`config.mk`:
```
export PLATFORM = sky130hd
export DESIGN_NAME = uport_slave
export DESIGN_NICKNAME = d
export VERILOG_FILES = /design/src/rtl/uport_pkg.sv /design/src/rtl/uport_sync.sv /design/src/rtl/uport_front.sv /design/src/rtl/uport_framer.sv /design/src/rtl/uport_txser.sv /design/src/rtl/uport_reqhold.sv /design/src/rtl/uport_slave.sv
export SDC_FILE = /design/constraint.sdc
export NUM_CORES = 1
export LEC_CHECK = 0
export ABC_AREA = 1
export BUFFER_PORTS_ARGS = -buffer_cell sky130_fd_sc_hd__buf_2
export CAP_MARGIN = 20
export CORE_MARGIN = 3
export CORE_UTILIZATION = 58
export DETAILED_ROUTE_END_ITERATION = 7
export GPL_ROUTABILITY_DRIVEN = 1
export PLACE_DENSITY = 0.79
export SETUP_SLACK_MARGIN = 0.3
export SLEW_MARGIN = 20
export SYNTH_ARGS = -nofsm -noshare
export SYNTH_HDL_FRONTEND = slang
export SYNTH_HIERARCHICAL = 1
export SYNTH_SLANG_ARGS = --single-unit
```
`constraint.sdc`:
```
create_clock -name clk -period 2 [get_ports clk]
set_clock_uncertainty 0.05 [all_clocks]
set_input_delay 0.3 -clock clk [delete_from_list [all_inputs] [get_ports clk]]
set_output_delay 0.3 -clock clk [all_outputs]
set_load 0.005 [all_outputs]
```
`src/rtl/uport_pkg.sv`:
```
package uport_pkg;

   typedef enum logic [1:0] {
      OP_RD_CONN = 2'b00,
      OP_WR_CONN = 2'b01,
      OP_RD_DATA = 2'b10,
      OP_WR_MSG  = 2'b11
   } uport_op_e;

   typedef enum logic [1:0] {
      PH_CMD  = 2'b00,
      PH_DATA = 2'b01,
      PH_DONE = 2'b10,
      PH_LOCK = 2'b11
   } uport_ph_e;

   function automatic logic op_is_read(input logic [1:0] op);
      return !op[0];
   endfunction

endpackage

```
`src/rtl/uport_sync.sv`:
```
module uport_sync #(
   parameter int              STAGES  = 2,
   parameter int              W       = 1,
   parameter logic [W-1:0]    RST_VAL = '0
) (
   input  logic         clk,
   input  logic         rst_n,
   input  logic [W-1:0] d,
   output logic [W-1:0] q
);
   logic [W-1:0] chain [STAGES];

   for (genvar s = 0; s < STAGES; s++) begin : g_stg
      if (s == 0) begin : g_first
         always_ff @(posedge clk or negedge rst_n)
            if (!rst_n) chain[s] <= RST_VAL;
            else        chain[s] <= d;
      end else begin : g_next
         always_ff @(posedge clk or negedge rst_n)
            if (!rst_n) chain[s] <= RST_VAL;
            else        chain[s] <= chain[s-1];
      end
   end

   assign q = chain[STAGES-1];
endmodule

```
`src/rtl/uport_front.sv`:
```
module uport_front #(
   parameter int SYNC_STAGES = 2
) (
   input  logic clk,
   input  logic rst_n,
   input  logic cs_n,
   input  logic sclk,
   input  logic rxd,
   output logic sel,
   output logic sclk_rise,
   output logic sclk_fall,
   output logic rx_bit
);
   logic [2:0] s;
   logic       sclk_d;

   uport_sync #(.STAGES(SYNC_STAGES), .W(3), .RST_VAL(3'b110)) i_sync (
      .clk   (clk),
      .rst_n (rst_n),
      .d     ({cs_n, sclk, rxd}),
      .q     (s)
   );

   always_ff @(posedge clk or negedge rst_n)
      if (!rst_n) sclk_d <= 1'b1;
      else        sclk_d <= s[1];

   assign sel       = !s[2];
   assign sclk_rise = sel &&  s[1] && !sclk_d;
   assign sclk_fall = sel && !s[1] &&  sclk_d;
   assign rx_bit    = s[0];
endmodule

```
`src/rtl/uport_framer.sv`:
```
module uport_framer
   import uport_pkg::*;
#(
   parameter int DW = 8,
   parameter int AW = 6
) (
   input  logic          clk,
   input  logic          rst_n,
   input  logic          sel,
   input  logic          rise,
   input  logic          rx_bit,
   output logic          iss_v,
   output logic          iss_we,
   output logic          iss_tgt,
   output logic          iss_msg,
   output logic [AW-1:0] iss_addr,
   output logic [DW-1:0] iss_wdata,
   output logic          rd_phase,
   output logic          cmd_err
);
   localparam int CW = $clog2(DW);

   uport_ph_e     phase;
   logic [CW-1:0] bcnt;
   logic [DW-2:0] shreg;
   logic [DW-1:0] cmd_q;
   logic [DW-1:0] byte_w;
   logic          last;

   assign byte_w   = {shreg, rx_bit};
   assign last     = (bcnt == CW'(DW-1));
   assign rd_phase = (phase == PH_DATA) && op_is_read(cmd_q[1:0]);

   always_ff @(posedge clk or negedge rst_n) begin
      if (!rst_n) begin
         phase     <= PH_CMD;
         bcnt      <= '0;
         shreg     <= '0;
         cmd_q     <= '0;
         cmd_err   <= 1'b0;
         iss_v     <= 1'b0;
         iss_we    <= 1'b0;
         iss_tgt   <= 1'b0;
         iss_msg   <= 1'b0;
         iss_addr  <= '0;
         iss_wdata <= '0;
      end else begin
         iss_v <= 1'b0;
         if (!sel) begin
            phase   <= PH_CMD;
            bcnt    <= '0;
            cmd_err <= 1'b0;
         end else if (rise) begin
            shreg <= byte_w[DW-2:0];
            bcnt  <= last ? '0 : bcnt + 1'b1;
            if (last) begin
               case (phase)
                  PH_CMD: begin
                     cmd_q <= byte_w;
                     phase <= PH_DATA;
                     if (op_is_read(byte_w[1:0])) begin
                        iss_v     <= 1'b1;
                        iss_we    <= 1'b0;
                        iss_tgt   <= byte_w[1];
                        iss_msg   <= 1'b0;
                        iss_addr  <= byte_w[DW-1:2];
                        iss_wdata <= '0;
                     end
                  end
                  PH_DATA: begin
                     if (op_is_read(cmd_q[1:0])) begin
                        phase <= PH_DONE;
                     end else begin
                        phase     <= PH_CMD;
                        iss_v     <= 1'b1;
                        iss_we    <= 1'b1;
                        iss_tgt   <= 1'b0;
                        iss_msg   <= cmd_q[1];
                        iss_addr  <= cmd_q[DW-1:2];
                        iss_wdata <= byte_w;
                     end
                  end
                  PH_DONE: begin
                     cmd_err <= 1'b1;
                     phase   <= PH_LOCK;
                  end
                  default: ;
               endcase
            end
         end
      end
   end
endmodule

```
`src/rtl/uport_txser.sv`:
```
module uport_txser #(
   parameter int DW        = 8,
   parameter bit PARK_ZERO = 1'b1
) (
   input  logic          clk,
   input  logic          rst_n,
   input  logic          sel,
   input  logic          fall,
   input  logic          rd_phase,
   input  logic          rvalid,
   input  logic [DW-1:0] rdata,
   output logic          txd,
   output logic          txd_oe
);
   logic [DW-1:0] sh;
   logic          q;
   logic          oe;

   always_ff @(posedge clk or negedge rst_n) begin
      if (!rst_n) begin
         sh <= '0;
         q  <= 1'b0;
         oe <= 1'b0;
      end else begin
         if (rvalid) begin
            sh <= rdata;
         end else if (sel && fall && rd_phase) begin
            sh <= {sh[DW-2:0], 1'b0};
         end
         if (!sel) begin
            oe <= 1'b0;
         end else if (fall && rd_phase) begin
            q  <= sh[DW-1];
            oe <= 1'b1;
         end
      end
   end

   if (PARK_ZERO) begin : g_park
      assign txd = oe ? q : 1'b0;
   end else begin : g_hold
      assign txd = q;
   end
   assign txd_oe = oe;
endmodule

```
`src/rtl/uport_reqhold.sv`:
```
module uport_reqhold #(
   parameter int DW = 8,
   parameter int AW = 6
) (
   input  logic          clk,
   input  logic          rst_n,
   input  logic          iss_v,
   input  logic          iss_we,
   input  logic          iss_tgt,
   input  logic          iss_msg,
   input  logic [AW-1:0] iss_addr,
   input  logic [DW-1:0] iss_wdata,
   input  logic          mem_gnt,
   output logic          mem_req,
   output logic          mem_we,
   output logic          mem_tgt,
   output logic          mem_msg,
   output logic [AW-1:0] mem_addr,
   output logic [DW-1:0] mem_wdata
);
   always_ff @(posedge clk or negedge rst_n) begin
      if (!rst_n) begin
         mem_req   <= 1'b0;
         mem_we    <= 1'b0;
         mem_tgt   <= 1'b0;
         mem_msg   <= 1'b0;
         mem_addr  <= '0;
         mem_wdata <= '0;
      end else if (iss_v) begin
         mem_req   <= 1'b1;
         mem_we    <= iss_we;
         mem_tgt   <= iss_tgt;
         mem_msg   <= iss_msg;
         mem_addr  <= iss_addr;
         mem_wdata <= iss_wdata;
      end else if (mem_req && mem_gnt) begin
         mem_req <= 1'b0;
      end
   end
endmodule

```
`src/rtl/uport_slave.sv`:
```
module uport_slave #(
   parameter int SYNC_STAGES   = 2,
   parameter int DATA_W        = 8,
   parameter int ADDR_W        = 6,
   parameter bit TXD_PARK_ZERO = 1'b1
) (
   input  logic              clk,
   input  logic              rst_n,
   input  logic              cs_n,
   input  logic              sclk,
   input  logic              rxd,
   output logic              txd,
   output logic              txd_oe,
   output logic              cmd_err,
   output logic              mem_req,
   output logic              mem_we,
   output logic              mem_tgt,
   output logic              mem_msg,
   output logic [ADDR_W-1:0] mem_addr,
   output logic [DATA_W-1:0] mem_wdata,
   input  logic              mem_gnt,
   input  logic              mem_rvalid,
   input  logic [DATA_W-1:0] mem_rdata
);
   if (SYNC_STAGES < 2) begin : g_bad_sync
      $error("uport_slave: SYNC_STAGES must be at least 2");
   end
   if (ADDR_W + 2 != DATA_W) begin : g_bad_width
      $error("uport_slave: command byte must hold address plus 2-bit opcode");
   end

   logic              cs_act, rise, fall, rx_bit;
   logic              iss_v, iss_we, iss_tgt, iss_msg, rd_phase;
   logic [ADDR_W-1:0] iss_addr;
   logic [DATA_W-1:0] iss_wdata;

   uport_front #(.SYNC_STAGES(SYNC_STAGES)) i_front (
      .clk       (clk),
      .rst_n     (rst_n),
      .cs_n      (cs_n),
      .sclk      (sclk),
      .rxd       (rxd),
      .sel       (cs_act),
      .sclk_rise (rise),
      .sclk_fall (fall),
      .rx_bit    (rx_bit)
   );

   uport_framer #(.DW(DATA_W), .AW(ADDR_W)) i_framer (
      .clk       (clk),
      .rst_n     (rst_n),
      .sel       (cs_act),
      .rise      (rise),
      .rx_bit    (rx_bit),
      .iss_v     (iss_v),
      .iss_we    (iss_we),
      .iss_tgt   (iss_tgt),
      .iss_msg   (iss_msg),
      .iss_addr  (iss_addr),
      .iss_wdata (iss_wdata),
      .rd_phase  (rd_phase),
      .cmd_err   (cmd_err)
   );

   uport_txser #(.DW(DATA_W), .PARK_ZERO(TXD_PARK_ZERO)) i_txser (
      .clk      (clk),
      .rst_n    (rst_n),
      .sel      (cs_act),
      .fall     (fall),
      .rd_phase (rd_phase),
      .rvalid   (mem_rvalid),
      .rdata    (mem_rdata),
      .txd      (txd),
      .txd_oe   (txd_oe)
   );

   uport_reqhold #(.DW(DATA_W), .AW(ADDR_W)) i_req (
      .clk       (clk),
      .rst_n     (rst_n),
      .iss_v     (iss_v),
      .iss_we    (iss_we),
      .iss_tgt   (iss_tgt),
      .iss_msg   (iss_msg),
      .iss_addr  (iss_addr),
      .iss_wdata (iss_wdata),
      .mem_gnt   (mem_gnt),
      .mem_req   (mem_req),
      .mem_we    (mem_we),
      .mem_tgt   (mem_tgt),
      .mem_msg   (mem_msg),
      .mem_addr  (mem_addr),
      .mem_wdata (mem_wdata)
   );
endmodule

```
==> qor.csv, run 1 <==
stage;metric;value;unit
critical_path;R2R Path End;i_framer/iss_wdata[6]$_DFFE_PN0P_;
placement;pre-CTS WS;0.239;ns
critical_path;Worst Reg-to-Reg Cells;8;
min_path;Endpoint, Worst Hold;i_txser/sh[0]$_DFFE_PN0P_;
critical_path;Crit Path Category;reg -> reg;
timing;achievable frequency;598;MHz
critical_path;Worst Path Arrival;1.91;ns
floorplanning;die area;0.00678;mm^2
power_and_ir_drop;Pwr Density;774;mW/mm^2
critical_path;flop2flop setup slack;0.33;ns
global_routing;largest net degree at the start of global routing;29;
timing;final-report hold violation count;0;
logic_synthesis;Post-synth top flop;dfrtp_1;
run;Max-Cap Viols;0;
critical_path;Setup crit end kind;register;
critical_path;max incr delay on CP;0.55;ns
detailed_routing;via count;2632;
cts;CTS tree;yes;
finish;fin nets;456;
floorplanning;row cnt;27;
timing;Final Max Tran Viols;0;
detailed_routing;Routed Wire Length;6.74;mm
logic_synthesis;Post-synth EDFFs;0;
floorplanning;overall die width;82.3;um
global_routing;antenna violations before repair;0;
finish;layout cell share with drive strength beyond 1;0.232;
critical_path;critical path launch point type;register;
logic_synthesis;post-synthesis instance total;386;
detailed_routing;Wirelength per Cell;13.2;um
cts;Clk Latency, worst-skew pair;0.34;ns
cts;root buf cell;clkbuf_8;
timing;total negative setup slack;0;ns
logic_synthesis;asr flop ratio synth;1.00;
timing;Slew headroom;0.551;
logic_synthesis;syn nets;407;
floorplanning;Die H;82.3;um
global_routing;GRT Total Usage;0.190;
outcome;status;finished clean;
cts;CTS Buf Count;9;
timing;RSZ-0062 raised after global routing;true;
critical_path;RR Startpoint;i_front/i_sync/q[1]$_DFF_PN1_;
finish;P&R area growth vs syn;18.1;%
logic_synthesis;top post-synthesis cells by area;dfrtp_1 51%, nand2_1 20%, dfstp_2 3.9%;
timing;Worst Max-Slew Pin Slew;0.674;ns
timing;worst setup margin;0.329;ns
global_routing;first-pass GRT wire length;9.92;mm
critical_path;Worst Path Required;2.24;ns
min_path;worst hold path type;in -> reg;
critical_path;slowest CP cell;dfstp_2;
logic_synthesis;Synth top area share;0.511;
power_and_ir_drop;Worst VDD drop;580;uV
cts;clock sinks;74;
critical_path;CP dominant cell by count;nand2_1;
min_path;hold path start;mem_rdata[0];
logic_synthesis;Distinct cells, synth;26;
cts;clock-pin slew on the worst setup and hold paths;0.08;ns
timing;Tcrit/Tclk final;0.836;
global_routing;vias in the first global route;2265;
finish;diodes inserted;0;
power_and_ir_drop;Lkg Pwr;0.00227;uW
min_path;hold depth;3;
placement;PortBufs;35;
detailed_routing;initial DRC count;178;
timing;Final setup viols;0;
logic_synthesis;Yosys top cell by area;dfrtp_1;
detailed_routing;drt first pass iters;5;
logic_synthesis;synthesized flop and latch total;74;
timing;minimum clock period;1.67;ns
logic_synthesis;Seq/Total Area, Yosys;0.550;
logic_synthesis;mean post-synth cell area;8.76;um^2
floorplanning;Initial Util;0.606;
placement;DP HPWL;4.09;mm
cts;CTS max path bufs;2;
critical_path;CP Cell Sequence;nand2_1 -> nor2_4 -> nand2_8 -> nor2_8 -> buf_12 -> clkbuf_16 -> nand4_1 -> nand2_1;
critical_path;crit-path max FO;7;
cts;htree depth;3;
floorplanning;Core ar.;0.00557;mm^2
global_routing;Congestion Overflow GR;0;
detailed_routing;Antenna Nets Post-Route;0;
logic_synthesis;Ys Warns;6;
detailed_routing;DRC Markers;0;
logic_synthesis;post-synthesis cell area;0.00338;mm^2
floorplanning;# IOs;36;
detailed_routing;vias per cell;5.14;
placement;Final GP Congestion;0.830;
-- how the worst max path moves through the flow --
stage / startpoint / end / slack [ns] / cells after the start
6_report: i_front/i_sync/q[1]$_DFF_PN1_ / i_framer/iss_wdata[6]$_DFFE_PN0P_ / 0.33 / 8
5_1_grt: i_front/i_sync/q[1]$_DFF_PN1_ / i_framer/cmd_q[0]$_DFFE_PN0P_ / 0.28 / 8
4_1_cts: i_framer/phase[0]$_DFFE_PN0P_ / i_framer/iss_wdata[1]$_DFFE_PN0P_ / 0.31 / 7
3_5_place_dp: i_front/i_sync/q[1]$_DFF_PN1_ / i_framer/iss_tgt$_DFFE_PN0P_ / 0.24 / 7
3_3_place_gp: i_front/i_sync/q[1]$_DFF_PN1_ / i_framer/iss_addr[2]$_DFFE_PN0P_ / 0.30 / 7
2_1_floorplan: i_front/i_sync/q[2]$_DFF_PN1_ / i_framer/iss_wdata[1]$_DFFE_PN0P_ / 0.39 / 10
-- logic make-up after synthesis --
family / count (synthesis) / share of synthesized area
fa+ha+maj: 6 / 0.0222
flops: 74 / 0.550
simple gates: 228 / 0.292
compound gates: 24 / 0.0455
buf+inv: 54 / 0.0907
-- registers in the layout, indices dropped and copies added (netlist names), 2 cells and up --
register,cells
i_framer/cmd_q,8
i_framer/iss_wdata,8
i_req/mem_wdata,8
i_txser/sh,8
i_framer/shreg,7
i_framer/iss_addr,6
i_req/mem_addr,6
i_framer/bcnt,3
i_front/i_sync/chain,3
i_front/i_sync/q,3
i_framer/phase,2
-- area by class of cell --
cell class / count / area [um^2]
Clock buffer: 10 / 128
Clock inverter: 6 / 66.3
Fill cell: 416 / 1580
Inverter: 36 / 153
Multi-Input combinational cell: 261 / 1310
Sequential cell: 74 / 1860
Tap cell: 72 / 90.1
Timing Repair Buffer: 53 / 387
-- layout by cell type, fill, tap and decap left out, types with 2 or more instances in the layout --
master / instances
nand2_1: 181
dfrtp_1: 69
buf_2: 35
inv_1: 32
nand4_1: 17
o21ai_0: 10
clkbuf_8: 9
nand3_1: 9
o21ai_2: 8
buf_4: 8
nand2_2: 7
nor2_1: 5
dfstp_2: 5
dlygate4sd3_1: 4
a21oi_1: 4
ha_1: 4
nand3_4: 3
nand2_4: 3
buf_12: 3
clkinv_4: 2
clkinv_2: 2
nand2_8: 2
inv_8: 2
-- power by group --
group	internal (uW)	leakage, uW	switching [uW]
Clock	581	0.000101	554
Sequential	1570	0.000993	59.2
Combinational	114	0.00117	214
Total	2260	0.00227	827
-- per-stage QoR --
stage	instance area, um^2	total power (uW)	instances	util	hold slack [ns]
after floorplan	3380	1840	386	-	-0.0456
after global placement	3550	1920	480	0.637	0.266
after detailed placement	3550	1940	480	0.637	0.267
after CTS	3790	3080	500	0.680	0.0842
after global routing	3990	3220	512	0.716	0.121
final	3990	3090	512	0.716	0.105
-- cells in the mapped netlist, types with 2 or more instances --
| cell type | number |
|---|---|
| inv_8 | 2 |
| inv_1 | 32 |
| buf_4 | 6 |
| buf_6 | 4 |
| dfstp_2 | 5 |
| nand2_4 | 3 |
| buf_8 | 2 |
| inv_2 | 2 |
| a21oi_1 | 4 |
| nand2_2 | 8 |
| nand2_1 | 181 |
| clkbuf_1 | 2 |
| dfrtp_1 | 69 |
| ha_1 | 6 |
| buf_2 | 3 |
| nor2_1 | 6 |
| o21ai_0 | 10 |
| nand3_1 | 10 |
| o21ai_2 | 8 |
| nand4_1 | 17 |
-- timing repair --
action,CTS,global route
hold buffers,4,0
setup endpoints to repair,31,26
setup buffers,0,8
pin swaps,0,6
endpoints found under the hold margin,24,0
resized for setup,2,16
cloned,0,4
-- per-layer routing --
layer / routed length, um / share of wire / track usage / vias up
li1: - / - / - / 1304
met1: 3010 / 0.45 / 0.257 / 1257
met2: 3310 / 0.49 / 0.299 / 58
met5: 0 / 0 / 0 / -
met4: 111 / 0.016 / 0.0565 / 0
met3: 307 / 0.046 / 0.0553 / 13
-- critical path, delay by kind of cell, from the launching register on --
family | cells | cell delay, ns
buffers and inverters | 2 | 0.29
and+or+nand+nor | 6 | 0.72
DFF | 1 | 0.55
No activity file was read; power rests on OpenSTA's default activity.
==> run 2, diff against run 1 <==
Settings changed: ABC_AREA 1 to 0, CORE_UTILIZATION 58 to 52, PLACE_DENSITY 0.79 to 0.75.
Clock period 2 ns to 1.5 ns, I/O delays scaled along.
==> run 2 against run 1 <==
The flow now finishes with violations (setup timing). Combinational power down 10%. Utilization rose by 0.91 points. Critical endpoint is now i_framer/iss_addr[4]$_DFFE_PN0P_. Non-clock buffer count is 37 higher. Via count down 23%.
==> qor.csv, run 2 <==
stage;metric;value;unit
detailed_routing;via count;2018;
logic_synthesis;syn nets;258;
timing;total negative setup slack;-13.26;ns
logic_synthesis;Post-synth EDFFs;0;
timing;RSZ-0062 raised after global routing;true;
placement;placed insts;366;
cts;CTS max path bufs;2;
logic_synthesis;post-synthesis instance total;237;
logic_synthesis;mean post-synth cell area;13.7;um^2
floorplanning;Die H;85.1;um
power_and_ir_drop;Pwr Density;884;mW/mm^2
placement;pre-CTS WS;-0.315;ns
detailed_routing;Wirelength per Cell;15.8;um
floorplanning;overall die width;85.1;um
detailed_routing;drt first pass iters;4;
placement;DP HPWL;3.68;mm
floorplanning;Core ar.;0.00599;mm^2
outcome;status;complete, but fails checks;
min_path;Endpoint, Worst Hold;i_txser/sh[0]$_DFFE_PN0P_;
detailed_routing;Antenna Nets Post-Route;0;
detailed_routing;initial DRC count;115;
logic_synthesis;Ys Warns;6;
logic_synthesis;post-synthesis cell area;0.00325;mm^2
detailed_routing;vias per cell;4.98;
timing;Tcrit/Tclk final;1.27;
critical_path;Crit Path Category;reg -> reg;
power_and_ir_drop;NetSw;922;uW
timing;final-report hold violation count;0;
logic_synthesis;Commonest cells post-synth;69 x dfrtp_1, 35 x mux2_2, 23 x nand2_1;
power_and_ir_drop;Worst VDD drop;634;uV
critical_path;crit-path max FO;6;
global_routing;GRT Total Usage;0.185;
critical_path;Worst Path Required;1.68;ns
critical_path;RR Startpoint;i_front/i_sync/q[1]$_DFF_PN1_;
power_and_ir_drop;Lkg Pwr;0.00210;uW
critical_path;Worst Path Arrival;2.08;ns
logic_synthesis;Post-synth top flop;dfrtp_1;
detailed_routing;Routed Wire Length;6.40;mm
finish;fin util;0.725;
critical_path;flop2flop setup slack;-0.40;ns
timing;minimum clock period;1.90;ns
finish;diodes inserted;0;
floorplanning;row cnt;28;
finish;Non-Filler Instances;405;
run;Max-Cap Viols;0;
global_routing;largest net degree at the start of global routing;75;
global_routing;antenna violations before repair;0;
cts;root buf cell;clkbuf_8;
logic_synthesis;Synth top area share;0.531;
placement;Final GP Congestion;0.793;
finish;fin nets;347;
min_path;worst hold path type;in -> reg;
cts;htree depth;3;
logic_synthesis;asr flop ratio synth;1.00;
timing;achievable frequency;527;MHz
critical_path;Worst Reg-to-Reg Cells;6;
logic_synthesis;Synth Area in Compound Gates;0.0689;
finish;P&R area growth vs syn;33.7;%
timing;worst setup margin;-0.398;ns
logic_synthesis;top post-synthesis cells by area;dfrtp_1 53%, mux2_2 12%, mux2_4 5.1%;
outcome;failing checks;setup timing;
timing;Final setup viols;47;
min_path;hold path start;mem_rdata[0];
global_routing;vias in the first global route;2215;
timing;Final Max Tran Viols;0;
min_path;hold depth;3;
cts;clock sinks;74;
logic_synthesis;post-synthesis adder-cell area fraction;0.0231;
cts;Clk Latency, worst-skew pair;0.34;ns
power_and_ir_drop;clock power share;0.358;
global_routing;Congestion Overflow GR;0;
finish;most common cell after layout, fill and taps aside;dfrtp_1;
placement;PortBufs;35;
logic_synthesis;Distinct cells, synth;35;
power_and_ir_drop;Comb pwr share;0.076;
power_and_ir_drop;Sequential Power Share;0.566;
critical_path;Setup crit end kind;register;
power_and_ir_drop;Sw Share;0.240;
floorplanning;die area;0.00724;mm^2
cts;CTS Buf Count;9;
critical_path;R2R Path End;i_framer/iss_addr[4]$_DFFE_PN0P_;
cts;clock-pin slew on the worst setup and hold paths;0.08;ns
logic_synthesis;Seq/Total Area, Yosys;0.572;
power_and_ir_drop;total power draw;3840;uW
critical_path;critical path launch point type;register;
floorplanning;Initial Util;0.543;
finish;layout cell share with drive strength beyond 1;0.564;
global_routing;first-pass GRT wire length;10.5;mm
logic_synthesis;multiplexer share of the synthesized area;0.206;
finish;final-layout fill cell count;390;
logic_synthesis;Synth Area in XOR/XNOR;0.00269;
power_and_ir_drop;Int Pwr;2920;uW
logic_synthesis;fraction of the mapped netlist area in simple logic gates;0.0797;
floorplanning;# IOs;36;
finish;most frequent cells in the layout;69 x dfrtp_1, 34 x buf_2, 30 x buf_4;
logic_synthesis;most frequent cell after synthesis;dfrtp_1;
cts;CTS tree;yes;
timing;Slew headroom;0.701;
logic_synthesis;synthesized flop and latch total;74;
timing;Worst Max-Slew Pin Slew;0.448;ns
logic_synthesis;Yosys top cell by area;dfrtp_1;
detailed_routing;DRC Markers;0;
logic_synthesis;largest family of logic cells by synthesized area;multiplexers;
## run 2: cell count changes after synthesis, moves of 11 or more
cell | before | now
a21oi_2 | 0 | 14
mux2_2 | 0 | 35
mux2i_1 | 0 | 11
nand2_1 | 181 | 23
nand4_1 | 17 | 1
nor2b_1 | 0 | 12
mux2_4 | 0 | 11
inv_1 | 32 | 12
## run 2: cell families after synthesis
logic type               count (synthesis)
buffers and inverters                   25
AO/OA/AOI/OAI                           26
multiplexers                            57
flip-flops                              74
AND/OR/NAND/NOR                         48
adder cells (fa/ha/maj)                  6
XOR/XNOR                                 1
## run 2: per-stage QoR
stage / instance area, um^2 / hold slack (ns)
5_1_grt: 4350 / 0.0627
6_report: 4350 / 0.0401
4_1_cts: 4190 / 0.0262
3_3_place_gp: 3710 / 0.219
3_5_place_dp: 3710 / 0.221
2_1_floorplan: 3300 / -0.121
## run 2: final cells by class
type,count,area [um^2],area share
sequential,74,1860,0.428
clock buffer,13,159,0.0366
tap,75,93.8,0.0216
multi-input combinational,139,1470,0.338
clock inverter,2,12.5,0.00288
inverter,12,45.0,0.0104
timing repair buffer,90,709,0.163
## run 2: critical path: stages, from the launching register on
cell and delay (ns):
dfstp_2 0.55, nor3b_4 0.24, buf_4 0.16, nand3_4 0.09
a211oi_4 0.21, buf_6 0.18, mux2_4 0.30
## run 2: worst max-delay path by stage
stage / slack [ns] / end / cells after the start / start
6_report: -0.40 / i_framer/iss_addr[4]$_DFFE_PN0P_ / 6 / i_front/i_sync/q[1]$_DFF_PN1_
5_1_grt: -0.44 / i_framer/iss_wdata[2]$_DFFE_PN0P_ / 7 / i_front/i_sync/q[1]$_DFF_PN1_
4_1_cts: -0.28 / i_framer/iss_wdata[3]$_DFFE_PN0P_ / 6 / i_front/i_sync/q[1]$_DFF_PN1_
3_5_place_dp: -0.32 / i_framer/iss_addr[4]$_DFFE_PN0P_ / 5 / i_front/i_sync/q[1]$_DFF_PN1_
3_3_place_gp: -0.28 / i_framer/iss_addr[4]$_DFFE_PN0P_ / 5 / i_front/i_sync/q[1]$_DFF_PN1_
2_1_floorplan: -0.48 / i_framer/iss_tgt$_DFFE_PN0P_ / 7 / i_front/i_sync/q[1]$_DFF_PN1_
## run 2: layer usage
layer / track usage / vias to the layer above / routed length, um
met2: 0.285 / 36 / 3100
met4: 0.0691 / 0 / 142
met5: 0 / - / 0
met3: 0.0534 / 11 / 237
met1: 0.250 / 985 / 2920
li1: - / 986 / -
## run 2: what timing repair did
action / CTS / global route
setup buffers: 13 / 6
pin swaps: 13 / 11
setup endpoints to repair: 50 / 51
hold buffers: 4 / 0
endpoints found under the hold margin: 72 / 0
cloned: 1 / 0
resized for setup: 32 / 20
## run 2: power by group through the flow
stage          Clock (uW)  Sequential (uW)  Combinational (uW)
2_1_floorplan           0             2170                 160
3_3_place_gp            0             2190                 239
3_5_place_dp            0             2200                 247
4_1_cts              1410             2160                 277
5_1_grt              1520             2190                 326
6_report             1380             2170                 294
